$ cat src/rtl/commut_pkg.sv
package commut_pkg;

    // Sequencer phase; S1..S4 hold the gate pattern of steps 1..4.
    typedef enum logic [2:0] {
        PH_IDLE = 3'd0,
        PH_S1   = 3'd1,
        PH_S2   = 3'd2,
        PH_S3   = 3'd3,
        PH_S4   = 3'd4
    } phase_e;

endpackage

$ cat src/rtl/commut_dwell_timer.sv
module commut_dwell_timer #(
    parameter int DWELL = 20
) (
    input  logic clk,
    input  logic rst_n,
    input  logic restart_i,
    input  logic run_i,
    output logic done_o
);
    localparam int CW = (DWELL > 1) ? $clog2(DWELL) : 1;
    localparam logic [CW-1:0] LAST = CW'(DWELL - 1);

    logic [CW-1:0] cnt_d, cnt_q;

    always_comb begin
        cnt_d  = cnt_q;
        done_o = run_i && (cnt_q == LAST);
        if (restart_i || done_o) begin
            cnt_d = '0;
        end else if (run_i) begin
            cnt_d = cnt_q + 1'b1;
        end
    end

    always_ff @(posedge clk) begin
        if (!rst_n) cnt_q <= '0;
        else        cnt_q <= cnt_d;
    end
endmodule

$ cat src/rtl/commut_step_decode.sv
module commut_step_decode #(
    parameter int N = 3
) (
    input  logic [N-1:0]   src_i,
    input  logic [N-1:0]   dst_i,
    input  logic           first_i,  // 1: transistor 2 leaves first
    input  logic [1:0]     step_i,   // 0..3 = steps 1..4
    output logic [2*N-1:0] gate_o
);
    for (genvar k = 0; k < N; k++) begin : g_sw
        logic on_other;
        logic on_first;
        always_comb begin
            // the transistor that is not switched first carries the current
            on_other = (src_i[k] && (step_i <= 2'd1)) || (dst_i[k] && (step_i >= 2'd1));
            on_first = dst_i[k] && (step_i == 2'd3);
            gate_o[2*k]   = first_i ? on_other : on_first;
            gate_o[2*k+1] = first_i ? on_first : on_other;
        end
    end
endmodule

$ cat src/rtl/commut_line.sv
module commut_line
    import commut_pkg::*;
#(
    parameter int N     = 3,
    parameter int DWELL = 20
) (
    input  logic           clk,
    input  logic           rst_n,
    input  logic [N-1:0]   sel_i,
    input  logic           cur_pos_i,
    output logic [2*N-1:0] gate_o
);
    localparam logic [2*N-1:0] RST_GATE = {{(2*N-2){1'b0}}, 2'b11};
    localparam logic [N-1:0]   RST_SEL  = {{(N-1){1'b0}}, 1'b1};

    typedef struct packed {
        phase_e         phase;
        logic [N-1:0]   cur;
        logic [N-1:0]   dst;
        logic           pos;
        logic [2*N-1:0] gate;
    } st_t;

    st_t st_d, st_q;

    logic           idle;
    logic           sel_ok;
    logic           tmr_restart;
    logic           tmr_done;
    logic [N-1:0]   dec_dst;
    logic           dec_first;
    logic [1:0]     dec_step;
    logic [2:0]     ph_bits;
    logic [2*N-1:0] dec_gate;

    always_comb begin
        idle      = (st_q.phase == PH_IDLE);
        sel_ok    = $onehot(sel_i);
        ph_bits   = st_q.phase;
        dec_dst   = idle ? sel_i : st_q.dst;
        dec_first = idle ? cur_pos_i : st_q.pos;
        dec_step  = idle ? 2'd0 : ph_bits[1:0];
    end

    commut_step_decode #(.N(N)) u_dec (
        .src_i   (st_q.cur),
        .dst_i   (dec_dst),
        .first_i (dec_first),
        .step_i  (dec_step),
        .gate_o  (dec_gate)
    );

    commut_dwell_timer #(.DWELL(DWELL)) u_tmr (
        .clk       (clk),
        .rst_n     (rst_n),
        .restart_i (tmr_restart),
        .run_i     (!idle),
        .done_o    (tmr_done)
    );

    always_comb begin
        st_d        = st_q;
        tmr_restart = 1'b0;
        unique case (st_q.phase)
            PH_IDLE: begin
                if (sel_ok && (sel_i != st_q.cur)) begin
                    st_d.phase  = PH_S1;
                    st_d.dst    = sel_i;
                    st_d.pos    = cur_pos_i;
                    st_d.gate   = dec_gate;
                    tmr_restart = 1'b1;
                end
            end
            PH_S1, PH_S2, PH_S3: begin
                if (tmr_done) begin
                    st_d.phase = phase_e'(ph_bits + 3'd1);
                    st_d.gate  = dec_gate;
                end
            end
            PH_S4: begin
                if (tmr_done) begin
                    st_d.phase = PH_IDLE;
                    st_d.cur   = st_q.dst;
                end
            end
            default: st_d.phase = PH_IDLE;
        endcase
    end

    always_ff @(posedge clk) begin
        if (!rst_n) begin
            st_q.phase <= PH_IDLE;
            st_q.cur   <= RST_SEL;
            st_q.dst   <= RST_SEL;
            st_q.pos   <= 1'b0;
            st_q.gate  <= RST_GATE;
        end else begin
            st_q <= st_d;
        end
    end

    assign gate_o = st_q.gate;
endmodule

$ cat config.mk
export PLATFORM = sky130hd
export DESIGN_NAME = commut_line
export DESIGN_NICKNAME = d
export VERILOG_FILES = /design/src/rtl/commut_pkg.sv /design/src/rtl/commut_dwell_timer.sv /design/src/rtl/commut_step_decode.sv /design/src/rtl/commut_line.sv
export SDC_FILE = /design/constraint.sdc
export NUM_CORES = 1
export LEC_CHECK = 0
export ABC_AREA = 1
export BUFFER_PORTS_ARGS = -buffer_cell sky130_fd_sc_hd__buf_2
export CAP_MARGIN = 15
export CORE_MARGIN = 2
export CORE_UTILIZATION = 25
export CTS_CLUSTER_DIAMETER = 40
export DETAILED_ROUTE_END_ITERATION = 10
export PLACE_DENSITY = 0.43
export SLEW_MARGIN = 5
export SYNTH_ARGS = -nofsm -noshare
export SYNTH_HDL_FRONTEND = slang
export SYNTH_SLANG_ARGS = --single-unit
export TNS_END_PERCENT = 20
$ cat constraint.sdc
create_clock -name clk -period 5.8 [get_ports clk]
set_clock_uncertainty 0.2 [all_clocks]
set_input_delay 1.16 -clock clk [delete_from_list [all_inputs] [get_ports clk]]
set_output_delay 1.16 -clock clk [all_outputs]
set_load 0.05 [all_outputs]
==> flow_summary.yaml <==
yosys:
  synth_top_area_frac: 0.327
  yosys-top-cells-area: "dfxtp_1 33%, nand2_1 20%, nand3_1 8.2%, inv_1 6.1%, ha_1 5.8%"
  synth_most_common_cell: "nand2_1"
  yosys.area.top_type: "dfxtp_1"
  ys_warn_count: 0
  synthDistinctLibCells: 21
  netlist_area_um2: 1280
  synth_edf_count: 0
  synth_seq_cells: 21
  synthArstFlopShare: 0
  synth_top_flop_cell: "dfxtp_1"
  synth_area_per_cell_um2: 6.52
  syn_nets: 210
  syn_inst: 197
  ys_top_cells_by_count: "69 x nand2_1, 21 x dfxtp_1, 21 x inv_1, 21 x nand3_1, 19 x nor2_1"
  yosysSeqAreaShare: 0.327
power:
  power.density_nw_per_um2: 455
  total_power_mw: 0.642
  max-vdd-ir-drop_mv: 0.120
  p_leak_nw: 0.706
routing:
  drt_iter0_markers: 60
  drt_wl_total_um: 2720
  postRouteAntennaNets: 0
  viasPerCell: 4.10
  drc: 0
  num_vias: 1118
  firstDrtPassIters: 4
  wl_per_cell_um: 9.98
critical_path:
  crit_path_start_kind: "input port"
  required_ns: 5.77
  worst_ep_arrival_time_ns: 2.68
  critPathMaxFanout: 10
  cp-end-kind: "register"
  critPathKind: "in2reg"
clock_tree:
  ctsHoldBuffers: 0
  cts_tree: "done"
  clock_path_buffers: 2
  clock_sinks: 21
  cts_buffers: 3
  clock-root-buffer: "clkbuf_8"
  post_cts_buffers: 0
  post_cts_resized: 0
  path_clk_slew_ns: 0.09
  htreeDepth: 1
  worstSkewPairLatency_ns: 0.27
floorplan:
  rows: 26
  core_um2: 5040
  die_h_um: 75.7
  io_pins: 12
  initial_core_util: 0.255
  die_x_um: 75.7
  die_area_um2: 5730
global_routing:
  grt_use_total: 0.110
  grt_pass1_wl_um: 4750
  grt_max_degree: 19
  grt-ovfl-total: 0
  grt_pass1_vias: 1044
  antenna_found_initial: 0
placed_design:
  io_buffer_count: 11
  gp_congestion: 0.747
  dp_hpwl_um: 2040
  dpl_worst_slack_ns: 2.79
sta:
  fin_crit_sh: 0.467
  setup_tns_ns: 0
  setup_ws_ns: 3.09
  rsz0062_at_grt: "false"
  max_freq_mhz: 370
  hold_viol: 0
  worstMarginPinSlew_ns: 0.406
  fin_crit_ns: 2.71
  slew_violations: 0
  finalSetupViolations: 0
  relSlewSlack: 0.728
finish:
  finalNetCount: 217
  utilization: 0.280
  area_delta_synth_final_pct: 9.74
  antenna_cells_inserted: 0
  drive_above_1_share: 0.128
run_status:
  outcome: "complete, no violations"
job:
  maxCapViolations: 0
worst_hold_path:
  hold_path_class: "reg2reg"
-- path summary, 6_finish.rpt --
kind	startpoint	slack (ns)	end	cells past startpoint
worst max-delay path	sel_i[0]	3.09	gate_o[3]$_SDFFE_PN0P_	9
worst min-delay path	st_q[6]$_SDFFE_PN0P_	0.28	st_q[6]$_SDFFE_PN0P_	2
worst max register to register	ph_bits[0]$_SDFFE_PN0P_	3.71	gate_o[0]$_SDFFE_PN1P_	9
worst min register to register	st_q[6]$_SDFFE_PN0P_	0.28	st_q[6]$_SDFFE_PN0P_	2
-- power breakdown --
| group | switching [mW] | total [mW] | internal, mW |
|---|---|---|---|
| clock | 0.0532 | 0.101 | 0.0480 |
| sequential | 0.0212 | 0.195 | 0.174 |
| combinational | 0.243 | 0.346 | 0.103 |
| total | 0.317 | 0.642 | 0.325 |
-- registers in the layout (all words and copies together) (netlist names) --
name         count
gate_o           6
u_tmr.cnt_q      5
st_q             7
ph_bits          3
-- area by class of cell --
type / instances / area, um2
inverter: 23 / 86.3
fill: 581 / 3630
clock inverter: 1 / 5.00
sequential: 21 / 420
tap: 70 / 87.6
multi-input combinational: 144 / 714
timing repair buffer: 11 / 55.1
clock buffer: 3 / 41.3
-- layer usage --
metal,wire length (um),up-vias,share of wire,track usage
li1,-,614,-,-
met1,1430,489,0.53,0.145
met2,1180,13,0.43,0.174
met3,87,2,0.032,0.0278
met4,25,0,0.0092,0.0370
met5,0,-,0,0
-- stage by stage --
step                      std cells  hold slack, ns  area [um2]
final                           273           0.278        1410
after global routing            273           0.306        1410
after CTS                       273           0.276        1410
after detailed placement        269           0.261        1360
after global placement          269           0.270        1360
after floorplan                 197           0.239        1280
-- logic make-up (layout without fill, tap and decap cells) --
group / count (synthesis) / in the layout / synth area share
AOI/OAI and AO/OA: 16 / 16 / 0.0750
xor gates and xnor gates: 5 / 5 / 0.0341
adders and majority gates: 7 / 7 / 0.0740
buffers and inverters: 32 / 38 / 0.117
DFF: 21 / 21 / 0.327
and+or+nand+nor: 116 / 116 / 0.373
-- worst max-delay path, cell delays in order --
cell	delay [ns]
buf_2	0.13
fa_1	0.53
inv_1	0.04
nor2_1	0.12
nand2_1	0.08
nand2_1	0.22
nand2_2	0.20
nor2_1	0.15
nor2_1	0.05
-- cells in the final DEF (no fill, tap or decap) --
| cell type | Yosys | final |
|---|---|---|
| nand4_1 | 1 | 1 |
| ha_1 | 6 | 6 |
| nand3_1 | 21 | 21 |
| dfxtp_1 | 21 | 21 |
| a21oi_1 | 6 | 6 |
| xnor2_1 | 2 | 2 |
| nand2_1 | 69 | 69 |
| buf_2 | 0 | 11 |
| xor2_1 | 3 | 3 |
| o21ai_2 | 3 | 3 |
| inv_1 | 21 | 21 |
| fa_1 | 1 | 1 |
| nand2_2 | 3 | 3 |
| nor2_2 | 3 | 3 |
| o211ai_1 | 2 | 2 |
| nor2_1 | 19 | 19 |
| clkbuf_8 | 0 | 3 |
| clkinv_2 | 0 | 1 |
| inv_2 | 2 | 2 |
| o21ai_0 | 5 | 5 |
No activity file was read; power rests on OpenSTA's default activity.
